===== config.mk =====
export PLATFORM = sky130hd
export DESIGN_NAME = serial_regbank
export DESIGN_NICKNAME = d
export VERILOG_FILES = /design/src/rtl/serial_regbank_pkg.sv /design/src/rtl/rxq_store.sv /design/src/rtl/irq_ranker.sv /design/src/rtl/serial_regbank.sv
export SDC_FILE = /design/constraint.sdc
export NUM_CORES = 1
export LEC_CHECK = 0
export BUFFER_PORTS_ARGS = -buffer_cell sky130_fd_sc_hd__buf_2
export CAP_MARGIN = 0
export CELL_PAD_IN_SITES_DETAIL_PLACEMENT = 0
export CELL_PAD_IN_SITES_GLOBAL_PLACEMENT = 1
export CORE_ASPECT_RATIO = 1.5
export CORE_MARGIN = 2
export CORE_UTILIZATION = 54
export DETAILED_ROUTE_END_ITERATION = 10
export GPL_ROUTABILITY_DRIVEN = 0
export MAX_ROUTING_LAYER = met4
export PLACE_DENSITY = 0.87
export SLEW_MARGIN = 20
export SYNTH_ARGS = -nofsm -noshare
export SYNTH_HDL_FRONTEND = slang
export SYNTH_SLANG_ARGS = --single-unit

===== constraint.sdc =====
create_clock -name clk -period 5.9 [get_ports clk]
set_input_delay 0.59 -clock clk [delete_from_list [all_inputs] [get_ports clk]]
set_output_delay 0.59 -clock clk [all_outputs]
set_load 0.01 [all_outputs]

===== src/rtl/serial_regbank_pkg.sv =====
package serial_regbank_pkg;
  localparam logic [2:0] OFS_DATA    = 3'd0;
  localparam logic [2:0] OFS_IEN     = 3'd1;
  localparam logic [2:0] OFS_IDFC    = 3'd2;
  localparam logic [2:0] OFS_LCTL    = 3'd3;
  localparam logic [2:0] OFS_MCTL    = 3'd4;
  localparam logic [2:0] OFS_LSTAT   = 3'd5;
  localparam logic [2:0] OFS_MSTAT   = 3'd6;
  localparam logic [2:0] OFS_SCRATCH = 3'd7;

  localparam logic [3:0] CAUSE_NONE = 4'h1;
  localparam logic [3:0] CAUSE_LINE = 4'h6;
  localparam logic [3:0] CAUSE_RXD  = 4'h4;
  localparam logic [3:0] CAUSE_TXE  = 4'h2;
  localparam logic [3:0] CAUSE_MDM  = 4'h0;

  localparam int REF_CLK_HZ   = 1843200;
  localparam int RESET_BAUD   = 9600;
  localparam int DIV_RESET    = REF_CLK_HZ / RESET_BAUD / 16;
endpackage


===== src/rtl/rxq_store.sv =====
module rxq_store #(
  parameter int DEPTH = 16,
  parameter int W     = 8,
  localparam int AW   = (DEPTH > 1) ? $clog2(DEPTH) : 1,
  localparam int CW   = AW + 1
) (
  input  logic          clk,
  input  logic          rst,
  input  logic          flush,
  input  logic          deep,
  input  logic          push,
  input  logic [W-1:0]  push_data,
  input  logic          pop,
  output logic [W-1:0]  head,
  output logic [CW-1:0] count,
  output logic          full,
  output logic          empty
);
  logic [W-1:0]  mem [DEPTH];
  logic [AW-1:0] wr_ptr, rd_ptr;
  logic [CW-1:0] limit;

  assign limit = deep ? CW'(DEPTH) : CW'(1);
  assign full  = (count >= limit);
  assign empty = (count == '0);
  assign head  = mem[rd_ptr];

  function automatic logic [AW-1:0] bump(input logic [AW-1:0] p, input logic [CW-1:0] lim);
    if ((CW'(p) + CW'(1)) >= lim) return '0;
    return p + AW'(1);
  endfunction

  always_ff @(posedge clk) begin
    if (push) mem[wr_ptr] <= push_data;
  end

  always_ff @(posedge clk) begin
    if (rst || flush) begin
      wr_ptr <= '0;
      rd_ptr <= '0;
      count  <= '0;
    end else begin
      if (push) wr_ptr <= bump(wr_ptr, limit);
      if (pop)  rd_ptr <= bump(rd_ptr, limit);
      case ({push, pop})
        2'b10:   count <= count + CW'(1);
        2'b01:   count <= count - CW'(1);
        default: count <= count;
      endcase
    end
  end

  AST_NO_OVERFLOW: assert property (@(posedge clk) disable iff (rst)
    (full && !pop && !flush) |-> !push) else $error("overflow");
  AST_NO_UNDERFLOW: assert property (@(posedge clk) disable iff (rst)
    empty |-> !pop) else $error("underflow");
  AST_COUNT_BOUND: assert property (@(posedge clk) disable iff (rst)
    count <= limit) else $error("count beyond depth");
endmodule


===== src/rtl/irq_ranker.sv =====
module irq_ranker
  import serial_regbank_pkg::*;
(
  input  logic       line_err,
  input  logic       rx_avail,
  input  logic       txe_pend,
  input  logic       mdm_delta,
  input  logic [3:0] en,
  output logic [3:0] cause
);
  always_comb begin
    if (line_err && en[2])       cause = CAUSE_LINE;
    else if (rx_avail && en[0])  cause = CAUSE_RXD;
    else if (txe_pend && en[1])  cause = CAUSE_TXE;
    else if (mdm_delta && en[3]) cause = CAUSE_MDM;
    else                         cause = CAUSE_NONE;
  end
endmodule


===== src/rtl/serial_regbank.sv =====
module serial_regbank
  import serial_regbank_pkg::*;
#(
  parameter int FIFO_DEPTH = 16,
  localparam int QAW = (FIFO_DEPTH > 1) ? $clog2(FIFO_DEPTH) : 1
) (
  input  logic       clk,
  input  logic       rst,
  input  logic [2:0] addr,
  input  logic       wr_en,
  input  logic [7:0] wr_data,
  input  logic       rd_en,
  output logic [7:0] rd_data,
  input  logic       ext_push,
  input  logic [7:0] ext_byte,
  input  logic [7:0] msr_in,
  output logic       tx_valid,
  output logic [7:0] tx_byte,
  output logic       irq
);
  logic [7:0] div_lo_q, div_hi_q, lctl_q, scr_q;
  logic [3:0] ien_q;
  logic [4:0] mctl_q;
  logic       qon_q, oe_q, txe_pend_q;

  logic       dlab, loop;
  logic       is_data_wr, is_data_rd, lb_push, pop, flush, space, ext_ok, drop;
  logic       q_push, q_full, q_empty;
  logic [7:0] q_head, q_in;
  logic [QAW:0] q_count;
  logic [3:0] cause;
  logic [7:0] iir_byte, lsr_byte;

  assign dlab       = lctl_q[7];
  assign loop       = mctl_q[4];
  assign is_data_wr = wr_en && (addr == OFS_DATA) && !dlab;
  assign is_data_rd = rd_en && (addr == OFS_DATA) && !dlab;
  assign lb_push    = is_data_wr && loop;
  assign pop        = is_data_rd && !q_empty;
  assign flush      = wr_en && (addr == OFS_IDFC) &&
                      ((wr_data[0] != qon_q) || (wr_data[0] && wr_data[1]));
  assign space      = !q_full || pop;
  assign ext_ok     = ext_push && !lb_push && space && !flush;
  assign q_push     = (lb_push && space) || ext_ok;
  assign q_in       = lb_push ? wr_data : ext_byte;
  assign drop       = (lb_push && !space) || (ext_push && !flush && (lb_push || !space));

  rxq_store #(.DEPTH(FIFO_DEPTH), .W(8)) rxq_i (
    .clk(clk), .rst(rst), .flush(flush), .deep(qon_q),
    .push(q_push), .push_data(q_in), .pop(pop),
    .head(q_head), .count(q_count), .full(q_full), .empty(q_empty)
  );

  irq_ranker rank_i (
    .line_err(oe_q), .rx_avail(!q_empty), .txe_pend(txe_pend_q),
    .mdm_delta(|msr_in[3:0]), .en(ien_q), .cause(cause)
  );

  assign iir_byte = {qon_q ? 2'b11 : 2'b00, 2'b00, cause};
  assign lsr_byte = {1'b0, 1'b1, 1'b1, 3'b000, oe_q, !q_empty};

  always_ff @(posedge clk) begin
    if (rst) begin
      div_lo_q   <= 8'(DIV_RESET);
      div_hi_q   <= 8'(DIV_RESET >> 8);
      lctl_q     <= '0;
      scr_q      <= '0;
      ien_q      <= '0;
      mctl_q     <= '0;
      qon_q      <= 1'b0;
      oe_q       <= 1'b0;
      txe_pend_q <= 1'b0;
      rd_data    <= '0;
      tx_valid   <= 1'b0;
      tx_byte    <= '0;
      irq        <= 1'b0;
    end else begin
      tx_valid <= 1'b0;
      irq      <= (cause != CAUSE_NONE);

      if (rd_en) begin
        case (addr)
          OFS_DATA:    rd_data <= dlab ? div_lo_q : (q_empty ? 8'h00 : q_head);
          OFS_IEN:     rd_data <= dlab ? div_hi_q : {4'b0, ien_q};
          OFS_IDFC:    rd_data <= iir_byte;
          OFS_LCTL:    rd_data <= lctl_q;
          OFS_MCTL:    rd_data <= {3'b0, mctl_q};
          OFS_LSTAT:   rd_data <= lsr_byte;
          OFS_MSTAT:   rd_data <= msr_in;
          default:     rd_data <= scr_q;
        endcase
      end

      if (drop) oe_q <= 1'b1;
      else if (rd_en && (addr == OFS_LSTAT)) oe_q <= 1'b0;

      if (is_data_wr) txe_pend_q <= 1'b1;
      else if (rd_en && (addr == OFS_IDFC) && (cause == CAUSE_TXE)) txe_pend_q <= 1'b0;

      if (wr_en) begin
        case (addr)
          OFS_DATA: begin
            if (dlab) div_lo_q <= wr_data;
            else if (!loop) begin
              tx_valid <= 1'b1;
              tx_byte  <= wr_data;
            end
          end
          OFS_IEN: begin
            if (dlab) div_hi_q <= wr_data;
            else      ien_q    <= wr_data[3:0];
          end
          OFS_IDFC:    qon_q  <= wr_data[0];
          OFS_LCTL:    lctl_q <= wr_data;
          OFS_MCTL:    mctl_q <= wr_data[4:0];
          OFS_SCRATCH: scr_q  <= wr_data;
          default: ;
        endcase
      end
    end
  end

  AST_IER_MASK: assert property (@(posedge clk) disable iff (rst)
    (wr_en && addr == OFS_IEN && !dlab) |=> (ien_q == $past(wr_data[3:0]))) else $error("ier");
  AST_DR_FLAG: assert property (@(posedge clk) disable iff (rst)
    (rd_en && addr == OFS_LSTAT) |=> (rd_data[0] == $past(!q_empty))) else $error("dr");
  AST_OE_ON_DROP: assert property (@(posedge clk) disable iff (rst)
    drop |=> oe_q) else $error("oe");
  AST_TXE_ACK: assert property (@(posedge clk) disable iff (rst)
    (rd_en && addr == OFS_IDFC && cause == CAUSE_TXE && !is_data_wr) |=> !txe_pend_q) else $error("txe");
  AST_LINE_FIRST: assert property (@(posedge clk) disable iff (rst)
    (oe_q && ien_q[2]) |-> (cause == CAUSE_LINE)) else $error("rank");
  AST_IRQ_UP: assert property (@(posedge clk) disable iff (rst)
    (cause != CAUSE_NONE) |=> irq) else $error("irq up");
  AST_IRQ_DOWN: assert property (@(posedge clk) disable iff (rst)
    (cause == CAUSE_NONE) |=> !irq) else $error("irq down");
  AST_TX_PULSE: assert property (@(posedge clk) disable iff (rst)
    (is_data_wr && !loop) |=> (tx_valid && tx_byte == $past(wr_data))) else $error("tx");
endmodule


==> Implementation_results.wiki, run 1 <==
{| class="wikitable"
! Metric !! Value
|-
| Status || finished clean
|-
| Type of the most critical hold path || primary input to flop
|-
| Final setup violation count || 0
|-
| Wire length of the first global-routing pass || 35290 um
|-
| Antenna violations before repair || 0
|-
| Cell variety after synth || 77
|-
| Final Hold Vio Count || 0
|-
| Clock tree sinks || 207
|-
| Number of remaining DRC errors || 0
|-
| Number of nets at the end of the flow || 829
|-
| Initial Utilization || 0.5487
|-
| Resize count post-CTS || 0
|-
| Area grow syn2layout || 10.09%
|-
| Post-CTS setup buffer count || 0
|-
| Endpoint class of the critical path || flop
|-
| Fraction of synthesized cell area taken by the top area cell type || 0.4178
|-
| Number of diodes || 0
|-
| Placeable core region || 0.01676 mm2
|-
| Mapped Nets || 796
|-
| Final worst setup slack || 1.538 ns
|-
| Number of flops mapped to enable cells by yosys || 128
|-
| Minimum period implied by the final worst setup slack || 4.362 ns
|-
| Final Skew || 0.02409 ns
|-
| Required @ worst endpoint || 6.27 ns
|-
| # rows || 58
|-
| Mux contribution to synthesized area || 0.1155
|-
| Unrepaired setup endpoints after global routing || false
|-
| Leakage power figure || between 3 and 4 nW
|-
| Placed Instances || 970
|-
| Die Ht || 163.9 um
|-
| Portion of the clock cycle consumed by the worst path in the final layout || 0.7393
|-
| Largest area contributor in the synthesized netlist || sky130_fd_sc_hd__edfxtp_1
|-
| Top FF cell, synth || sky130_fd_sc_hd__edfxtp_1
|-
| Final max-slew violation count || 0
|-
| Pwr Density || 304.6 mW/mm2
|-
| Clock input transition at the sequential cells of the worst setup and hold paths || 0.07 ns
|-
| Post-layout utilization of the core || 0.6041
|-
| Detailed Route WL || 22900 um
|-
| Source-to-sink clock delay at the later pin of the worst-skew pair || ~0.5 ns
|-
| Iteration-0 DRC Markers || 520
|-
| Post-Synth XOR/XNOR Area || 0.006665
|-
| Cell area after technology mapping || 0.009199 mm2
|-
| Main combinational cell family by area after synthesis || simple AND/OR/NAND/NOR gates
|-
| Post-CTS Hold Buffers || 0
|-
| Total of warnings raised by yosys || 0
|-
| Max-cap violation count || 0
|-
| Drt wl/cell || 22.71 um
|-
| Filler cells || between 1000 and 1500
|-
| Vias/cell || 6.314
|-
| Fraction of the mapped netlist area in simple logic gates || 0.1302
|-
| Post-Place Setup Slack || ~1.4 ns
|-
| Die area || 0.01812 mm2
|-
| Actual transition at the worst max-transition pin || 0.8102 ns
|-
| Number of ports placed on the die boundary || 50
|-
| Most frequent cell after synthesis || sky130_fd_sc_hd__edfxtp_1
|-
| Synth Area per Inst || 12.27 um2
|-
| Maximum number of pins on one net before global-route repair || 62
|-
| GRT overflow || 0
|-
| Number of storage elements in the synthesis netlist || 207
|-
| Number of buffers added by the clock tree synthesis step || 21
|-
| Number of levels in the clock H-tree || 1
|-
| Deepest clock path buffer count || 3
|-
| Synthesized-area fraction occupied by adder cells || 0.02027
|-
| Cells after synthesis || 750
|-
| Synth async-reset ratio || 0
|-
| Crit path kind || flop to flop
|-
| Overall track demand over capacity in global routing || 0.2569
|-
| Vias in the first global route || 6528
|-
| Dominant cells by area after synthesis || sky130_fd_sc_hd__edfxtp_1 (42%), sky130_fd_sc_hd__dfxtp_1 (17%), sky130_fd_sc_hd__mux4_2 (5.9%), sky130_fd_sc_hd__nand2_1 (3.7%), sky130_fd_sc_hd__mux2i_1 (3.6%)
|-
| Total iterations of the first detailed-routing run || 6
|-
| Width of the die || 110.6 um
|-
| Half-perimeter wire length after detailed placement || approximately 16000 um
|-
| Fraction of layout cells with a size suffix above 1 || 0.1830
|-
| Cell at the root of the clock tree || sky130_fd_sc_hd__clkbuf_16
|-
| Routed via count || 6365
|-
| Highest clock rate || roughly 0.23 GHz
|-
| Proportion of synthesized chip area in sequential cells || 0.5898
|-
| CTS tree || done
|-
| Synth Area in Compound Gates || 0.1055
|-
| Max FO, Critical Path || 15
|-
| Peak supply drop || 0.2282 mV
|-
| Setup TNS after final layout || 0 ns
|-
| Total chip power || 3.085 mW
|-
| Slew Limit Headroom || 0.4591
|-
| Sort of element at the start of the critical path || flop
|-
| Endpoint arrival time on the critical path || roughly 4.7 ns
|-
| Port-buffer cells || between 40 and 50
|-
| Layout Cells excl Fill || between 1000 and 1500
|-
| Synth cell count leaders || sky130_fd_sc_hd__edfxtp_1 (128), sky130_fd_sc_hd__nand2_1 (90), sky130_fd_sc_hd__dfxtp_1 (79), sky130_fd_sc_hd__a21oi_1 (47), sky130_fd_sc_hd__nor2_1 (47)
|-
| Final antenna-violating net count || 0
|}
## worst max-delay path, stage by stage (launching register included)
cell	delay, ns
sky130_fd_sc_hd__dfxtp_1	0.54
sky130_fd_sc_hd__nor4_4	0.54
sky130_fd_sc_hd__nand3_1	0.48
sky130_fd_sc_hd__and2_1	0.36
sky130_fd_sc_hd__nor2_2	0.35
sky130_fd_sc_hd__inv_1	0.21
sky130_fd_sc_hd__ha_1	0.35
sky130_fd_sc_hd__xor2_1	0.18
sky130_fd_sc_hd__ha_1	0.24
sky130_fd_sc_hd__or3b_2	0.46
sky130_fd_sc_hd__a21oi_1	0.19
sky130_fd_sc_hd__o21ai_0	0.12
sky130_fd_sc_hd__xor2_1	0.14
sky130_fd_sc_hd__nor2_1	0.05
## flip-flops by register name, summed over array words and instances (netlist names), 8 cells and up, named ones only
| signal | flops |
|---|---|
| div_hi_q | 8 |
| div_lo_q | 8 |
| lctl_q | 8 |
| rd_data | 8 |
| rxq_i.mem | 128 |
| scr_q | 8 |
| tx_byte | 8 |
## cell usage in the layout, fill, tap and decap left out, types with 4 or more instances in the layout
master	instances
sky130_fd_sc_hd__inv_1	14
sky130_fd_sc_hd__o22ai_1	4
sky130_fd_sc_hd__clkinv_1	6
sky130_fd_sc_hd__buf_2	49
sky130_fd_sc_hd__buf_4	6
sky130_fd_sc_hd__xor2_1	4
sky130_fd_sc_hd__mux2i_1	33
sky130_fd_sc_hd__a211oi_1	4
sky130_fd_sc_hd__o21ai_0	28
sky130_fd_sc_hd__nand2b_1	5
sky130_fd_sc_hd__nor4_1	6
sky130_fd_sc_hd__and2_1	4
sky130_fd_sc_hd__clkbuf_16	21
sky130_fd_sc_hd__edfxtp_1	128
sky130_fd_sc_hd__or3_1	5
sky130_fd_sc_hd__nor2b_1	9
sky130_fd_sc_hd__o21a_1	4
sky130_fd_sc_hd__mux4_2	24
sky130_fd_sc_hd__o221a_2	4
sky130_fd_sc_hd__ha_1	14
sky130_fd_sc_hd__a31oi_1	7
sky130_fd_sc_hd__nor2_1	47
sky130_fd_sc_hd__nand3_1	17
sky130_fd_sc_hd__clkbuf_1	6
sky130_fd_sc_hd__nand2_1	90
sky130_fd_sc_hd__o211ai_1	5
sky130_fd_sc_hd__a22oi_1	5
sky130_fd_sc_hd__nand4_1	5
sky130_fd_sc_hd__mux2_2	17
sky130_fd_sc_hd__nor3_1	6
sky130_fd_sc_hd__and3_1	22
sky130_fd_sc_hd__a21oi_1	47
sky130_fd_sc_hd__dfxtp_1	78
## routing by layer
metal | part of all wire | vias to the layer above | global-route usage
met2 | 0.53 | 249 | 0.4649
met4 | 0.048 | 0 | 0.1222
met1 | 0.37 | 3155 | 0.2804
met3 | 0.049 | 77 | 0.03432
li1 | - | 2884 | -
met5 | 0 | - | -
## logic make-up (layout without fill, tap and decap cells)
kind of cell | after synthesis | count (layout)
AO/OA/AOI/OAI | 147 | 147
flip-flops | 207 | 207
adder cells (fa/ha/maj) | 15 | 15
AND/OR/NAND/NOR | 240 | 240
XOR/XNOR | 7 | 7
buffers and inverters | 60 | 108
multiplexers | 74 | 74
## worst paths after layout
kind	startpoint	to	slack, ns	cells past startpoint
worst min-delay path	wr_data[7]	lctl_q[7]$_SDFFE_PP0P_	0.43	3
worst max register to register	lctl_q[7]$_SDFFE_PP0P_	rxq_i.count[4]$_SDFFE_PP0P_	1.54	13
worst max-delay path	lctl_q[7]$_SDFFE_PP0P_	rxq_i.count[4]$_SDFFE_PP0P_	1.54	13
worst min register to register	scr_q[6]$_SDFFE_PP0P_	scr_q[6]$_SDFFE_PP0P_	0.45	2
## metrics by stage
step	area (um2)	hold WS [ns]
6_report	10130	0.4263
5_1_grt	10130	0.4296
4_1_cts	10120	0.4128
3_5_place_dp	9514	0.4460
3_3_place_gp	9514	0.4387
2_1_floorplan	9199	0.4267
## where the power goes
part	total, mW	switching (mW)	internal [mW]	leakage, nW
Clock	1.20	0.540	0.659	0.294
Sequential	1.59	0.0223	1.57	1.79
Combinational	0.293	0.192	0.101	1.42
Total	3.08	0.755	2.33	3.51
## final cells by class
type | count | area, um2 | share of cell area
sequential | 207 | 5426 | 0.5358
multi-input combinational | 483 | 3483 | 0.3440
clock buffer | 27 | 548.0 | 0.05411
timing repair buffer | 55 | 290.3 | 0.02866
tap | 210 | 262.8 | 0.02595
clock inverter | 11 | 60.06 | 0.005930
inverter | 15 | 56.30 | 0.005560
Power figures use the tool's default switching activity.
==> run 2: changes to the inputs <==
--- a/config.mk
+++ b/config.mk
@@ -11,11 +11,11 @@
 export CELL_PAD_IN_SITES_GLOBAL_PLACEMENT = 1
 export CORE_ASPECT_RATIO = 1.5
 export CORE_MARGIN = 2
-export CORE_UTILIZATION = 54
+export CORE_UTILIZATION = 45
 export DETAILED_ROUTE_END_ITERATION = 10
 export GPL_ROUTABILITY_DRIVEN = 0
 export MAX_ROUTING_LAYER = met4
-export PLACE_DENSITY = 0.87
+export PLACE_DENSITY = 0.78
 export SLEW_MARGIN = 20
 export SYNTH_ARGS = -nofsm -noshare
 export SYNTH_HDL_FRONTEND = slang
==> constraint.sdc (replaced) <==
create_clock -name clk -period 3.6 [get_ports clk]
set_input_delay 0.36 -clock clk [delete_from_list [all_inputs] [get_ports clk]]
set_output_delay 0.36 -clock clk [all_outputs]
set_load 0.01 [all_outputs]
==> Implementation_results.wiki, run 2 (same netlist as run 1, synthesis figures left out) <==
{| class="wikitable"
! Metric !! Value
|-
| Status || finished clean (unchanged)
|-
| Post-CTS setup buffer count || 0 (unchanged)
|-
| Vias/cell || 5.894 (was 6.314)
|-
| Endpoint class of the critical path || flop (unchanged)
|-
| Area grow syn2layout || 11.85% (was 10.09%)
|-
| Final antenna-violating net count || 0 (unchanged)
|-
| Worst hold path endpoint || scr_q[6]$_SDFFE_PP0P_ (was lctl_q[7]$_SDFFE_PP0P_)
|-
| Highest clock rate || 0.3005 GHz (was 0.2293 GHz)
|-
| Cell depth of the worst hold path || 3 (unchanged)
|-
| Minimum period implied by the final worst setup slack || 3.328 ns (was 4.362 ns)
|-
| Number of diodes || 0 (unchanged)
|-
| Peak supply drop || 0.3528 mV (was 0.2282 mV)
|-
| Post-CTS Hold Buffers || 0 (unchanged)
|-
| Max FFs per register || 128 (unchanged)
|-
| Deepest clock path buffer count || 3 (unchanged)
|-
| Most frequent standard cell in the layout excluding fill and tap cells || sky130_fd_sc_hd__edfxtp_1 (unchanged)
|-
| Combinational Power Share || 0.098 (was 0.095)
|-
| Fraction of layout cells with a size suffix above 1 || 0.1995 (was 0.1830)
|-
| Detailed Route WL || 23410 um (was 22900 um)
|-
| Die area || 0.02163 mm2 (was 0.01812 mm2)
|-
| Maximum number of pins on one net before global-route repair || 43 (was 62)
|-
| Unrepaired setup endpoints after global routing || false (unchanged)
|-
| Type of the most critical hold path || primary input to flop (unchanged)
|-
| Resize count post-CTS || 0 (unchanged)
|-
| Final max-slew violation count || 0 (unchanged)
|-
| Source-to-sink clock delay at the later pin of the worst-skew pair || 0.51 ns (was 0.50 ns)
|-
| Portion of the clock cycle consumed by the worst path in the final layout || 0.9244 (was 0.7393)
|-
| Number of buffers added by the clock tree synthesis step || 20 (was 21)
|-
| Pwr Density || 495.8 mW/mm2 (was 304.6 mW/mm2)
|-
| Net switching fraction of the power || 0.2432 (was 0.2446)
|-
| Wire length of the first global-routing pass || 35530 um (was 35290 um)
|-
| # rows || 64 (was 58)
|-
| Routed via count || 6313 (was 6365)
|-
| Port-buffer cells || 49 (unchanged)
|-
| Cell at the root of the clock tree || sky130_fd_sc_hd__clkbuf_16 (unchanged)
|-
| Filler cells || 1716 (was 1314)
|-
| Iteration-0 DRC Markers || 605 (was 520)
|-
| Reg2Reg Capture Point || rxq_i.count[4]$_SDFFE_PP0P_ (unchanged)
|-
| Max FO, Critical Path || 6 (was 15)
|-
| Overall track demand over capacity in global routing || 0.2222 (was 0.2569)
|-
| Net switching power of the design || 1.241 mW (was 0.7547 mW)
|-
| Cell internal pwr || 3.860 mW (was 2.330 mW)
|-
| GRT overflow || 0 (unchanged)
|-
| Initial Utilization || 0.4541 (was 0.5487)
|-
| Clock tree sinks || 207 (unchanged)
|-
| Number of nets at the end of the flow || 839 (was 829)
|-
| Half-perimeter wire length after detailed placement || 16510 um (was 15790 um)
|-
| Slew Limit Headroom || 0.4205 (was 0.4591)
|-
| Required @ worst endpoint || 3.98 ns (was 6.27 ns)
|-
| Sort of element at the start of the critical path || flop (unchanged)
|-
| Clock input transition at the sequential cells of the worst setup and hold paths || 0.06 ns (was 0.07 ns)
|-
| Proportion of power drawn by the clock network || 0.391 (was 0.389)
|-
| Hold wc startpoint || wr_data[6] (was wr_data[7])
|-
| Critical R2R Launch || qon_q$_SDFFE_PP0P_ (was lctl_q[7]$_SDFFE_PP0P_)
|-
| Cell count of the worst reg-to-reg path || 15 (was 13)
|-
| Total iterations of the first detailed-routing run || 5 (was 6)
|-
| Vias in the first global route || 6197 (was 6528)
|-
| Number of remaining DRC errors || 0 (unchanged)
|-
| Crit path kind || flop to flop (unchanged)
|-
| Final Hold Vio Count || 0 (unchanged)
|-
| Placeable core region || 0.02026 mm2 (was 0.01676 mm2)
|-
| Proportion of power drawn by flip-flops and latches || 0.512 (was 0.516)
|-
| CTS tree || done (unchanged)
|-
| Width of the die || 120.7 um (was 110.6 um)
|-
| Setup TNS after final layout || 0 ns (unchanged)
|-
| Total chip power || 5.101 mW (was 3.085 mW)
|-
| Final setup violation count || 0 (unchanged)
|-
| Leakage power figure || 3.563 nW (was 3.513 nW)
|-
| Max-cap violation count || 0 (unchanged)
|-
| Endpoint arrival time on the critical path || 3.71 ns (was 4.73 ns)
|-
| Reg-to-reg slack, setup || 0.27 ns (was 1.54 ns)
|-
| Register with the most flip-flops || rxq_i.mem (unchanged)
|-
| Actual transition at the worst max-transition pin || 0.8620 ns (was 0.8102 ns)
|-
| Commonest cells after routing, fill and taps aside || sky130_fd_sc_hd__edfxtp_1 (128), sky130_fd_sc_hd__nand2_1 (90), sky130_fd_sc_hd__dfxtp_1 (77) (was sky130_fd_sc_hd__edfxtp_1 (128), sky130_fd_sc_hd__nand2_1 (90), sky130_fd_sc_hd__dfxtp_1 (78))
|-
| Number of levels in the clock H-tree || 1 (unchanged)
|-
| Number of ports placed on the die boundary || 50 (unchanged)
|-
| Final Skew || 0.02072 ns (was 0.02409 ns)
|-
| Die Ht || 179.1 um (was 163.9 um)
|-
| Antenna violations before repair || 0 (unchanged)
|-
| Drt wl/cell || 21.86 um (was 22.71 um)
|}
==> run 2: changes by cell type in the layout (fill, tap and decap cells not counted), sizes merged <==
cell | previous run | this run
clkbuf | 27 | 23
inv | 15 | 14
clkinvlp | 1 | 5
clkinv | 10 | 8
bufinv | 0 | 1
buf | 55 | 66
==> run 2: power groups by stage <==
stage	registers [mW]	clock network (mW)	logic [mW]
2_1_floorplan	2.65	0	0.346
3_3_place_gp	2.66	0	0.484
3_5_place_dp	2.66	0	0.495
4_1_cts	2.61	2.03	0.498
5_1_grt	2.61	2.12	0.540
6_report	2.61	1.99	0.497
==> run 2: metrics by stage <==
| step | hold WS [ns] | utilization | instance area [um2] | instances | setup WS, ns |
|---|---|---|---|---|---|
| 6_report | 0.1926 | 0.5078 | 10290 | 1071 | 0.2722 |
| 4_1_cts | 0.1777 | 0.5078 | 10290 | 1071 | 0.2090 |
| 3_3_place_gp | 0.4366 | 0.4771 | 9666 | 1035 | 0.3742 |
| 2_1_floorplan | 0.4267 | - | 9199 | 750 | 0.3346 |
| 5_1_grt | 0.1922 | 0.5078 | 10290 | 1071 | 0.02506 |
| 3_5_place_dp | 0.4449 | 0.4771 | 9666 | 1035 | 0.2317 |
==> run 2: worst max-delay path by stage <==
| stage | startpoint | to | cells past startpoint |
|---|---|---|---|
| 2_1_floorplan | qon_q$_SDFFE_PP0P_ | rxq_i.count[4]$_SDFFE_PP0P_ | 16 |
| 3_3_place_gp | qon_q$_SDFFE_PP0P_ | rxq_i.count[4]$_SDFFE_PP0P_ | 15 |
| 3_5_place_dp | qon_q$_SDFFE_PP0P_ | rxq_i.count[4]$_SDFFE_PP0P_ | 15 |
| 4_1_cts | qon_q$_SDFFE_PP0P_ | rxq_i.count[4]$_SDFFE_PP0P_ | 15 |
| 5_1_grt | qon_q$_SDFFE_PP0P_ | rxq_i.count[4]$_SDFFE_PP0P_ | 15 |
| 6_report | qon_q$_SDFFE_PP0P_ | rxq_i.count[4]$_SDFFE_PP0P_ | 15 |
==> run 2: final cells by class <==
type | instances | area, um2 | area share
Sequential cell | 207 | 5428 | 0.5275
Clock inverter | 13 | 111.4 | 0.01082
Clock buffer | 23 | 511.7 | 0.04974
Inverter | 15 | 56.30 | 0.005472
Multi-Input combinational cell | 483 | 3478 | 0.3381
Tap cell | 264 | 330.3 | 0.03211
Timing Repair Buffer | 66 | 372.9 | 0.03624
==> run 2: critical path: stages (launching register included) <==
cell and delay, ns:
sky130_fd_sc_hd__dfxtp_1 0.44, sky130_fd_sc_hd__inv_2 0.12, sky130_fd_sc_hd__ha_1 0.31, sky130_fd_sc_hd__nor4_1 0.18
sky130_fd_sc_hd__a21boi_0 0.17, sky130_fd_sc_hd__o21a_2 0.25, sky130_fd_sc_hd__nor2_2 0.13, sky130_fd_sc_hd__inv_1 0.10
sky130_fd_sc_hd__ha_1 0.23, sky130_fd_sc_hd__xor2_1 0.15, sky130_fd_sc_hd__ha_1 0.25, sky130_fd_sc_hd__or3b_2 0.45
sky130_fd_sc_hd__a21oi_1 0.14, sky130_fd_sc_hd__o21ai_0 0.11, sky130_fd_sc_hd__xor2_1 0.15, sky130_fd_sc_hd__nor2_1 0.05
==> run 2: layer usage <==
layer,global-route usage,vias up,share of wire
met1,0.2473,3134,0.39
met3,0.02513,54,0.041
met4,0.07267,0,0.031
met5,-,-,0
met2,0.4124,212,0.54
li1,-,2913,-
